$ cat config.mk
export PLATFORM = sky130hd
export DESIGN_NAME = ds_rx_deser
export DESIGN_NICKNAME = d
export VERILOG_FILES = /design/src/rtl/ds_rx_pkg.sv /design/src/rtl/ds_rx_sync.sv /design/src/rtl/ds_rx_edge.sv /design/src/rtl/ds_rx_pack.sv /design/src/rtl/ds_rx_deser.sv
export SDC_FILE = /design/constraint.sdc
export NUM_CORES = 1
export LEC_CHECK = 0
export BUFFER_PORTS_ARGS = -buffer_cell sky130_fd_sc_hd__buf_2
export CORE_MARGIN = 2
export CORE_UTILIZATION = 42
export CTS_CLUSTER_DIAMETER = 50
export CTS_CLUSTER_SIZE = 12
export DETAILED_ROUTE_END_ITERATION = 8
export PLACE_DENSITY = 0.68
export SYNTH_ARGS = -nofsm -noshare
export SYNTH_HDL_FRONTEND = slang
export SYNTH_SLANG_ARGS = --single-unit
$ cat constraint.sdc
create_clock -name clk -period 4.68 [get_ports clk]
set_input_delay 0.468 -clock clk [delete_from_list [all_inputs] [get_ports clk]]
set_output_delay 0.468 -clock clk [all_outputs]
set_load 0.02 [all_outputs]
$ cat src/rtl/ds_rx_pkg.sv
package ds_rx_pkg;
  localparam int unsigned WORD_W = 4;
  localparam int unsigned HALF_W = WORD_W / 2;
  localparam int unsigned CNT_W  = $clog2(WORD_W);

  // Number of bits per word for the selected speed class.
  function automatic logic [CNT_W:0] bits_per_word(input logic hi);
    return hi ? (CNT_W+1)'(WORD_W) : (CNT_W+1)'(HALF_W);
  endfunction

  // Arrange the shifted-in bits into the output word; the earliest bit
  // lands in the highest position that is used.
  function automatic logic [WORD_W-1:0] place_bits(input logic [WORD_W-1:0] sh,
                                                   input logic hi);
    logic [WORD_W-1:0] w;
    w = '0;
    if (hi) w = sh;
    else    w[HALF_W-1:0] = sh[HALF_W-1:0];
    return w;
  endfunction
endpackage

$ cat src/rtl/ds_rx_sync.sv
module ds_rx_sync #(
  parameter int unsigned W      = 2,
  parameter int unsigned STAGES = 2
) (
  input  logic         clk,
  input  logic         rst_n,
  input  logic [W-1:0] d_i,
  output logic [W-1:0] q_o
);
  logic [W-1:0] stage_q [STAGES];

  for (genvar g = 0; g < STAGES; g++) begin : g_stage
    if (g == 0) begin : g_first
      always_ff @(posedge clk or negedge rst_n)
        if (!rst_n) stage_q[g] <= '0;
        else        stage_q[g] <= d_i;
    end else begin : g_rest
      always_ff @(posedge clk or negedge rst_n)
        if (!rst_n) stage_q[g] <= '0;
        else        stage_q[g] <= stage_q[g-1];
    end
  end

  assign q_o = stage_q[STAGES-1];
endmodule

$ cat src/rtl/ds_rx_edge.sv
module ds_rx_edge (
  input  logic clk,
  input  logic rst_n,
  input  logic s_data,
  input  logic s_strb,
  output logic bit_evt,
  output logic bit_val
);
  logic prev_x_q;
  logic cur_x;

  assign cur_x   = s_data ^ s_strb;
  assign bit_evt = cur_x ^ prev_x_q;
  assign bit_val = s_data;

  always_ff @(posedge clk or negedge rst_n)
    if (!rst_n) prev_x_q <= 1'b0;
    else        prev_x_q <= cur_x;

  // An event only appears when one of the synchronized lines moved.
  p_evt_needs_change_r2: assert property (@(posedge clk) disable iff (!rst_n)
    bit_evt |-> (s_data != $past(s_data)) || (s_strb != $past(s_strb)));
endmodule

$ cat src/rtl/ds_rx_pack.sv
module ds_rx_pack
  import ds_rx_pkg::*;
(
  input  logic              clk,
  input  logic              rst_n,
  input  logic              en,
  input  logic              spd_hi,
  input  logic              bit_evt,
  input  logic              bit_val,
  output logic [WORD_W-1:0] word_o,
  output logic              word_vld_o,
  output logic              aligned_o
);
  logic [WORD_W-1:0] sh_q, sh_nxt;
  logic [CNT_W:0]    cnt_q;
  logic              spd_q;
  logic              spd_chg;
  logic              take;
  logic              word_done;

  assign spd_chg   = spd_hi != spd_q;
  assign take      = en && bit_evt && !spd_chg;
  assign sh_nxt    = {sh_q[WORD_W-2:0], bit_val};
  assign word_done = take && (cnt_q + 1'b1 == bits_per_word(spd_hi));

  always_ff @(posedge clk or negedge rst_n) begin
    if (!rst_n) begin
      sh_q       <= '0;
      cnt_q      <= '0;
      spd_q      <= 1'b0;
      word_o     <= '0;
      word_vld_o <= 1'b0;
    end else begin
      spd_q      <= spd_hi;
      word_vld_o <= 1'b0;
      if (!en || spd_chg) begin
        sh_q  <= '0;
        cnt_q <= '0;
      end else if (word_done) begin
        word_o     <= place_bits(sh_nxt, spd_hi);
        word_vld_o <= 1'b1;
        sh_q       <= '0;
        cnt_q      <= '0;
      end else if (take) begin
        sh_q  <= sh_nxt;
        cnt_q <= cnt_q + 1'b1;
      end
    end
  end

  assign aligned_o = (cnt_q == '0);

  p_vld_one_cycle_r5: assert property (@(posedge clk) disable iff (!rst_n)
    word_vld_o |=> !word_vld_o);
  p_upper_zero_r4: assert property (@(posedge clk) disable iff (!rst_n)
    (word_vld_o && !spd_q) |-> (word_o[WORD_W-1:HALF_W] == '0));
  p_quiet_when_off_r6: assert property (@(posedge clk) disable iff (!rst_n)
    !en |=> (!word_vld_o && aligned_o));
  p_word_ends_group_r9: assert property (@(posedge clk) disable iff (!rst_n)
    word_vld_o |-> aligned_o);
  p_word_hold_r5: assert property (@(posedge clk) disable iff (!rst_n)
    !word_vld_o |-> $stable(word_o));
endmodule

$ cat src/rtl/ds_rx_deser.sv
module ds_rx_deser
  import ds_rx_pkg::*;
#(
  parameter int unsigned SYNC_STAGES = 2
) (
  input  logic              clk,
  input  logic              rst_n,
  input  logic              rx_en,
  input  logic              spd_hi,
  input  logic              line_a,
  input  logic              line_b,
  output logic [WORD_W-1:0] word_o,
  output logic              word_vld_o,
  output logic              aligned_o,
  output logic              tx_off_o
);
  logic [1:0] sync_q;
  logic       bit_evt;
  logic       bit_val;

  // Receive pairing: data on line_a, strobe on line_b.
  ds_rx_sync #(.W(2), .STAGES(SYNC_STAGES)) u_sync (
    .clk  (clk),
    .rst_n(rst_n),
    .d_i  ({line_a, line_b}),
    .q_o  (sync_q)
  );

  ds_rx_edge u_edge (
    .clk    (clk),
    .rst_n  (rst_n),
    .s_data (sync_q[1]),
    .s_strb (sync_q[0]),
    .bit_evt(bit_evt),
    .bit_val(bit_val)
  );

  ds_rx_pack u_pack (
    .clk       (clk),
    .rst_n     (rst_n),
    .en        (rx_en),
    .spd_hi    (spd_hi),
    .bit_evt   (bit_evt),
    .bit_val   (bit_val),
    .word_o    (word_o),
    .word_vld_o(word_vld_o),
    .aligned_o (aligned_o)
  );

  // drivers of this port stay off while it listens.
  assign tx_off_o = rx_en;
endmodule

==> metrics, run 1 <==
status=completed; post-DP HPWL=~950 um; Vias/cell=slightly below 5; first-pass GRT wire length=approximately 2200 um; Final Skew=approximately 0.0026 ns; Die Footprint=0.002203 mm2; post-CTS setup buffers=0; Worst-Margin Slew=roughly 0.5 ns; root buf cell=clkbuf_4; worst min path class=in2async; average wire per standard cell=between 10 and 15 um; Synth cell types=22; crit-path cells=ha_1 > xnor2_1 > mux2_4 > nor3_4 > mux2_4; f_max=a little under 500 MHz; Worst-Skew Late Latency=between 0.2 and 0.3 ns; met2 wire length=601 um; Starting DRT DRC Count=14; Leak=0.3978 nW; FF-to-FF Start=u_pack.cnt_q[0]$_DFFE_PN0P_; gr ovfl total=0; TNS Setup=0 ns; Rel. slew slack=between 60% and 70%; Post-Syn Nets=74; cell mode on critical path=mux2_4; max incr delay on CP=0.44 ns; synth top area cells=dfrtp_1 55%, nand2_1 4.8%, mux2_4 3.9%, nand3b_1 3.9%, xnor2_1 3.4%; GRT Util Overall=14.93%; flop and latch count out of synthesis=17; via count=519; post-synth top area cell=dfrtp_1; Worst VDD drop=between 0.15 and 0.2 mV; CTS Sinks=17; Final Cell Area=a little under 900 um2; # setup viols final=0; pin count of the biggest net entering global routing=18; total wire length=1339 um; placement-stage cell area=854.6 um2; Post-Syn Area=a little under 800 um2; layout filler cell count=179; Min Clock Period, post-route=approximately 2.1 ns; Crit Path Max Fanout=8; crit start category=flip-flop; # diodes=0; IO Pins=13; count leader, synth=dfrtp_1; Die X-Extent=46.94 um; total design power=about 0.28 mW; final hold vios=0; Max Cap Violations=0; core area=0.001727 mm2; total CTS buffers=3; initial antenna violation count=0; clock tree buffer depth=2; cells on worst reg2reg path=5; Reg clk slew, reported paths=roughly 0.090 ns; CP Capture Type=flip-flop; Top delay family on crit path=multiplexers; DRC=0; die height=roughly 47 um; reg2reg setup slack=roughly 2.6 ns; First-pass DRT Iterations=4; share of cells above drive strength 1=roughly 28%; most frequent cells after synthesis=17 x dfrtp_1, 10 x nand2_1, 5 x a21oi_1, 5 x nand3_1; Antenna Nets Post-Route=0; CTS resizes=0; Synth Flop Type=dfrtp_1; area delta synth->final=13.73%; post-synth top area share=between 50 and 60%; number of synthesized flops with an enable pin=0; RePlAce Congestion=slightly above 0.7; Worst Path Arrival=~2.3 ns; placement row count=15; Starting Density=about 45%; met3 wire length=slightly below 80 um; yosys warns=0; syn_area_per_cell=11.73 um2; reg2reg end=u_pack.word_o[1]$_DFFE_PN0P_; max-slew violations=0; vias in the first global route=493; fin nets=89; hold_buf cts=0; # port buffers=12; RSZ-0062 raised after global routing=false; crit path kind=reg2reg; WP buf/inv=0; asr flop ratio synth=100.0%; Setup crit start=u_pack.cnt_q[0]$_DFFE_PN0P_; # H-tree levels=1; sequential area share after synthesis=around 55%; period utilization=44.31%; max layer used=met4; Mapped Cells=66; CTS tree=built; slowest CP cell=dfrtp_1; Power Density=around 320 mW/mm2; endpoint required time on the critical path=just under 5 ns; routed length on met1=625 um
-- worst register-to-register path, stage by stage (launching register included) --
cell and delay, ns:
dfrtp_1 0.44, ha_1 0.26, xnor2_1 0.27, mux2_4 0.39, nor3_4 0.29, mux2_4 0.32
-- layout make-up --
class | instances | area [um2] | share of cell area [%]
clock buffers | 4 | 26.28 | 2.983
inverters | 4 | 15.01 | 1.705
multi-input cells | 43 | 322.8 | 36.65
flip-flops and latches | 17 | 425.4 | 48.30
well taps | 25 | 31.28 | 3.551
repair buffers | 12 | 60.06 | 6.818
-- cell usage in the layout, fill, tap and decap left out, drive strengths merged --
cell / Yosys / final
o22a: 1 / 1
nand3: 5 / 5
mux2: 2 / 2
and2b: 1 / 1
o31a: 1 / 1
buf: 1 / 12
nand4b: 1 / 1
a21oi: 5 / 5
nor3: 1 / 1
nand3b: 4 / 4
inv: 4 / 4
xnor2: 4 / 4
ha: 2 / 2
clkbuf: 1 / 4
nand2: 10 / 10
xor2: 2 / 2
a31oi: 1 / 1
nor2: 1 / 1
mux2i: 2 / 2
dfrtp: 17 / 17
-- kinds of logic after synthesis --
group                      count (synthesis)  synth area share (%)
buffers and inverters                      6                 3.392
muxes                                      4                 6.462
adders and majority gates                  2                 3.231
DFF                                       17                 54.93
and+or+nand+nor                           23                 16.80
xor gates and xnor gates                   6                 8.726
AOI/OAI and AO/OA                          8                 6.462
-- through the flow --
step / std cells / utilization [%] / setup slack (ns) / hold WS (ns)
floorplan: 66 / - / 2.746 / 0.1724
global placement: 101 / 49.49 / 2.679 / 0.3323
detailed placement: 101 / 49.49 / 2.612 / 0.3347
CTS: 105 / 51.01 / 2.597 / 0.08866
global route: 105 / 51.01 / 2.469 / 0.1042
finish: 105 / 51.01 / 2.606 / 0.07645
-- worst max-delay path by stage --
stage	cells past startpoint	to	slack [ns]
4_1_cts	5	u_pack.word_o[1]$_DFFE_PN0P_	2.60
5_1_grt	5	u_pack.word_o[1]$_DFFE_PN0P_	2.47
3_5_place_dp	5	u_pack.word_o[1]$_DFFE_PN0P_	2.61
6_report	5	u_pack.word_o[1]$_DFFE_PN0P_	2.61
3_3_place_gp	6	u_pack.word_o[1]$_DFFE_PN0P_	2.68
2_1_floorplan	6	u_pack.word_o[1]$_DFFE_PN0P_	2.75
-- routing by layer --
metal  track usage, %  vias up
met1            20.95      250
li1                 -      250
met2            21.64       15
met3            3.077        4
met5                0        -
met4            8.333        0
-- sequential cells by signal, summed over array words and instances (netlist names) --
register	flops
u_edge.prev_x_q	1
u_pack.cnt_q	3
u_pack.sh_q	3
u_pack.spd_q	1
u_pack.word_o	4
u_pack.word_vld_o	1
u_sync.q_o	2
u_sync.stage_q	2
-- power breakdown --
group	internal, mW	leakage, nW	switching, mW
sequential	0.154	0.213	0.00587
combinational	0.0154	0.170	0.0291
clock	0.0332	0.0150	0.0443
total	0.203	0.398	0.0793
(Power assumes the default switching activity.)
==> run 2, diff against run 1 <==
PLACE_DENSITY = 0.71   (was 0.68)
clock period = 1.8 ns   (was 4.68 ns; I/O delays follow)
==> run 2 against run 1 <==
Fmax grew 17%. Design area is 13% higher. Clock skew is 0.0058 ns higher. Critical path depth unchanged. Global-route usage is 0.14 points higher. Utilization increased by 6.5 points. Sequential power rose to 2.6 times the previous value. Sequential share of layout area shrank 5.5 points. Total power rose to 2.7 times the previous value. Largest cell class unchanged. Highest routed layer is now met3.
==> metrics, run 2 (same netlist as run 1, synthesis figures left out) <==
# setup viols final=0 (unchanged); Die Footprint=0.002203 mm2 (unchanged); Setup crit start=u_pack.cnt_q[0]$_DFFE_PN0P_; GR Util met1=21.09% (+0.14 points); CTS Sinks=17 (unchanged); FF-to-FF Start=u_pack.cnt_q[0]$_DFFE_PN0P_; CTS tree=built; crit start category=flip-flop; # H-tree levels=1 (unchanged); CP Capture Type=flip-flop; reg2reg setup slack=0.03 ns (-2.57 ns); status=completed; crit path kind=reg2reg; cells on worst reg2reg path=5 (unchanged); reg2reg end=u_pack.word_o[0]$_DFFE_PN0P_; Die X-Extent=46.94 um (unchanged); endpoint required time on the critical path=1.98 ns (-2.88 ns); met2 GRT Util=23.29% (+1.6 points); layout filler cell count=154 (-14%); initial antenna violation count=0 (unchanged); top flop regs=u_pack.word_o (4), u_pack.cnt_q (3), u_pack.sh_q (3); Max Cap Violations=0 (unchanged); max-slew violations=0 (unchanged); placement row count=15 (unchanged); pin count of the biggest net entering global routing=18 (unchanged); gr ovfl total=0 (unchanged); worst min path class=in2reg; Rel. slew slack=64.30% (-2.1 points); Min Clock Period, post-route=1.767 ns (-0.3066 ns); Starting DRT DRC Count=2 (-12); RePlAce Congestion=0.7385 (+2.1%); average wire per standard cell=11.62 um (-8.9%); commonest non-fill, non-tap cell in the layout=dfrtp_1; Vias/cell=4.543 (-8.1%); area delta synth->final=28.27%; vias in the first global route=539 (+9.3%); Worst VDD drop=0.4119 mV (+130%); WP buf/inv=0 (unchanged); Final Cell Area=993.5 um2 (+13%); Reg clk slew, reported paths=0.10 ns (about the same); Worst Setup EP=u_pack.word_o[0]$_DFFE_PN0P_; Crit Path Max Fanout=4 (-4); Post-Place Cells=106 (+5.0%); post-DP HPWL=970.7 um (+2.5%); die height=46.94 um (unchanged); first-pass GRT wire length=2304 um (+3.7%); placement-stage cell area=914.6 um2 (+7.0%); final hold vios=0 (unchanged); # port buffers=12 (unchanged); Hold Path Depth=1; IO Pins=13 (unchanged); via count=527 (+1.5%); Worst-Margin Slew=0.5316 ns (+0.03153 ns); First-pass DRT Iterations=2 (-2); Starting Density=44.86% (unchanged); total wire length=1348 um (+0.67%); max FFs per register=4 (unchanged); Top reg by flops=u_pack.word_o; core area=0.001727 mm2 (unchanged); root buf cell=clkbuf_4; RSZ-0062 raised after global routing=true; TNS Setup=0 ns (unchanged); busiest grt layer=met2; share of cells above drive strength 1=38.46% (+11 points); period utilization=98.17% (+54 points); Worst Path Arrival=1.95 ns (-0.31 ns); DRC=0 (unchanged); total design power=0.7583 mW (+170%); total CTS buffers=3 (unchanged); # diodes=0 (unchanged); commonest cells after routing, fill and taps aside=17 x dfrtp_1, 12 x buf_2, 10 x nand2_1; GRT Util Overall=15.06% (+0.14 points); fin nets=100 (+12%); Crit path depth=5 (unchanged); Worst-Skew Late Latency=0.28 ns (about the same); GR Util met3=4.615% (+1.5 points); Leak=0.4473 nW (+12%); max incr delay on CP=0.43 ns (about the same); Power Density=763.3 mW/mm2 (+140%); f_max=565.9 MHz (+17%); Antenna Nets Post-Route=0 (unchanged); slowest CP cell=dfrtp_1; final std cells w/o fill=116 (+10%); Top delay family on crit path=compound AO/OA/AOI/OAI gates; crit-path cells=ha_2 > xnor2_2 > mux2_4 > o31a_2 > o22a_1; clock tree buffer depth=2 (unchanged); Final Skew=0.008416 ns (+0.005784 ns)
[run 2: final cells by class]
cell class	instances	area [um2]	share of cell area (%)
Multi-Input combinational cell	43	345.3	34.76
Inverter	4	15.01	1.511
Sequential cell	17	425.4	42.82
Tap cell	25	31.28	3.149
Clock buffer	4	26.28	2.645
Timing Repair Buffer	23	150.1	15.11
[run 2: worst min path at each step]
stage	from	endpoint
after floorplan	rst_n	u_edge.prev_x_q$_DFF_PN0_
after detailed placement	rst_n	u_sync.stage_q[3]$_DFF_PN0_
final	spd_hi	u_pack.spd_q$_DFF_PN0_
after global routing	spd_hi	u_pack.spd_q$_DFF_PN0_
after global placement	rst_n	u_pack.word_vld_o$_DFF_PN0_
after CTS	spd_hi	u_pack.spd_q$_DFF_PN0_
[run 2: what timing repair did]
| item | 4_1_cts | 5_1_grt |
|---|---|---|
| endpoints found under the setup margin | 1 | 4 |
| hold buffers | 3 | 0 |
| pin swaps | 1 | 0 |
| endpoints found under the hold margin | 19 | 0 |
| gates resized for setup | 1 | 0 |
| buffers inserted | 1 | 2 |
[run 2: report_power, final]
group,switching (mW),leakage (nW),internal [mW]
Clock,0.112,0.0150,0.0859
Combinational,0.0824,0.219,0.0628
Sequential,0.0147,0.213,0.400
[run 2: routing by layer]
metal	vias up	part of all wire [%]	wire, um
met2	6	49	656
li1	270	-	-
met5	-	0	0
met1	251	49	667
met3	0	1.8	24
met4	0	0	0
[run 2: metrics by stage]
stage | utilization [%] | hold slack, ns | setup slack (ns)
finish | 57.54 | 0.09459 | 0.03299
global route | 57.54 | 0.07404 | -0.05636
CTS | 56.67 | 0.08864 | 0.02093
detailed placement | 52.97 | 0.1212 | -0.02283
global placement | 52.97 | 0.1194 | 0.009500
floorplan | - | -0.1156 | 0.009519
==> run 3, diff against run 2 <==
==> constraint.sdc (replaced) <==
create_clock -name clk -period 1.8 [get_ports clk]
set_input_delay 0.09 -clock clk [delete_from_list [all_inputs] [get_ports clk]]
set_output_delay 0.09 -clock clk [all_outputs]
set_load 0.02 [all_outputs]
==> run 3 against run 2 <==
Design area rose by 1.0%. Clock-buffer cell count is the same. Non-clock buffer count increased by 1. Critical path depth stayed put. Hold slack improved by 0.11 ns. Wire length grew 3.1%. Sequential power about the same. Total power barely moved. Sequential share of layout area fell by 0.43 points. Largest cell class unchanged.
==> metrics, run 3 (same netlist as run 1, synthesis figures left out) <==
met2 GRT Util=25.21% (+1.9 points); layout filler cell count=152 (-1.3%); Power Density=756.0 mW/mm2 (-0.96%); area delta synth->final=29.56%; gr ovfl total=0 (unchanged); f_max=569.4 MHz (+0.61%); GRT Util Overall=15.63% (+0.56 points); Max Cap Violations=0 (unchanged); Antenna Nets Post-Route=0 (unchanged); Worst VDD drop=0.4115 mV (about the same); Crit Path Max Fanout=4 (unchanged); Die X-Extent=46.94 um (unchanged); max-slew violations=0 (unchanged); via count=537 (+1.9%); total wire length=1390 um (+3.1%); crit path kind=reg2reg; GR Util met3=4.615% (unchanged); share of cells above drive strength 1=38.04% (-0.42 points); Rel. slew slack=63.34% (-0.96 points); hold slack=0.2064 ns (+0.1118 ns); # H-tree levels=1 (unchanged); total CTS buffers=3 (unchanged); endpoint required time on the critical path=1.98 ns (about the same); Top reg by flops=u_pack.word_o; Reg clk slew, reported paths=0.10 ns (about the same); Vias/cell=4.590 (+1.0%); Worst Path Arrival=1.94 ns (about the same); CP Capture Type=flip-flop; root buf cell=clkbuf_4; period utilization=97.57% (-0.60 points); placement-stage cell area=914.6 um2 (unchanged); Worst Slack Setup Final=0.04378 ns (+0.01079 ns); DRC=0 (unchanged); Core Util, Final=58.12% (+0.58 points); busiest grt layer=met2; post-DP HPWL=970.7 um (unchanged); clock tree buffer depth=2 (unchanged); total design power=0.7586 mW (about the same); # setup viols final=0 (unchanged); worst min path class=in2reg; final std cells w/o fill=117 (+0.86%); Starting Density=44.86% (unchanged); vias in the first global route=546 (+1.3%); Worst-Skew Late Latency=0.28 ns (about the same); IO Pins=13 (unchanged); initial antenna violation count=0 (unchanged); die height=46.94 um (unchanged); RSZ-0062 raised after global routing=true; commonest cells after routing, fill and taps aside=17 x dfrtp_1, 12 x buf_2, 10 x nand2_1; max FFs per register=4 (unchanged); # diodes=0 (unchanged); CTS Sinks=17 (unchanged); Die Footprint=0.002203 mm2 (unchanged); pin count of the biggest net entering global routing=18 (unchanged); Post-Place Worst Slack=-0.02283 ns (unchanged); RePlAce Congestion=0.7385 (unchanged); First-pass DRT Iterations=4 (+2); crit start category=flip-flop; average wire per standard cell=11.88 um (+2.2%); Min Clock Period, post-route=1.756 ns (-0.01079 ns); Leak=0.4515 nW (+0.93%); Worst-Margin Slew=0.5459 ns (+0.01433 ns); commonest non-fill, non-tap cell in the layout=dfrtp_1; TNS Setup=0 ns (unchanged); status=completed; GR Util met1=21.09% (unchanged); Post-Place Cells=106 (unchanged); CTS tree=built; # port buffers=12 (unchanged); top flop regs=u_pack.word_o (4), u_pack.cnt_q (3), u_pack.sh_q (3); final hold vios=0 (unchanged); first-pass GRT wire length=2373 um (+3.0%); core area=0.001727 mm2 (unchanged); fin nets=101 (+1.0%); Starting DRT DRC Count=3 (+1); Final Skew=0.006379 ns (-0.002038 ns); Final Cell Area=0.001003 mm2 (+1.0%); placement row count=15 (unchanged)
-- run 3: cell count changes in the layout (fill, tap and decap cells not counted), sizes merged --
| cell | delta |
|---|---|
| dlygate4sd3 | +1 |
-- run 3: power by group --
group,leakage (nW),internal [mW],total [mW],switching [mW]
clock network,0.0150,0.0859,0.197,0.111
registers,0.213,0.400,0.415,0.0145
logic,0.224,0.0642,0.147,0.0832
total,0.451,0.550,0.759,0.208
-- run 3: worst paths after layout --
check / endpoint / slack (ns) / cells past startpoint / startpoint
max: u_pack.word_o[0]$_DFFE_PN0P_ / 0.04 / 5 / u_pack.cnt_q[0]$_DFFE_PN0P_
min: u_pack.word_o[0]$_DFFE_PN0P_ / 0.21 / 4 / rx_en
max reg2reg: u_pack.word_o[0]$_DFFE_PN0P_ / 0.04 / 5 / u_pack.cnt_q[0]$_DFFE_PN0P_
min reg2reg: u_sync.q_o[1]$_DFF_PN0_ / 0.36 / 0 / u_sync.stage_q[3]$_DFF_PN0_
max in group asynchronous: u_pack.spd_q$_DFF_PN0_ / 1.29 / 2 / rst_n
min in group asynchronous: u_pack.sh_q[2]$_DFFE_PN0P_ / 0.24 / 2 / rst_n
-- run 3: timing repair --
action | 4_1_cts | 5_1_grt
gates resized for setup | 1 | 0
hold buffers | 4 | 0
gates cloned | 0 | 0
endpoints found under the setup margin | 1 | 4
pin swaps | 1 | 0
buffers inserted | 1 | 2
hold endpoints to repair | 20 | 0
-- run 3: cell type report --
class	instances	area [um2]	share of cell area, %
Clock buffer	4	26.28	2.618
Inverter	4	15.01	1.496
Multi-Input combinational cell	43	345.3	34.41
Sequential cell	17	425.4	42.39
Tap cell	25	31.28	3.117
Timing Repair Buffer	24	160.2	15.96
-- run 3: critical path: stages (launching register included) --
cell	delay, ns
dfrtp_1	0.42
ha_2	0.23
xnor2_2	0.17
mux2_4	0.35
o31a_2	0.29
o22a_1	0.19
-- run 3: per-layer routing --
metal | wire, um | share of wire (%) | vias to the layer above
li1 | - | - | 272
met1 | 670 | 48 | 257
met2 | 692 | 50 | 8
met3 | 26 | 1.9 | 0
met4 | 0 | 0 | 0
met5 | 0 | 0 | -
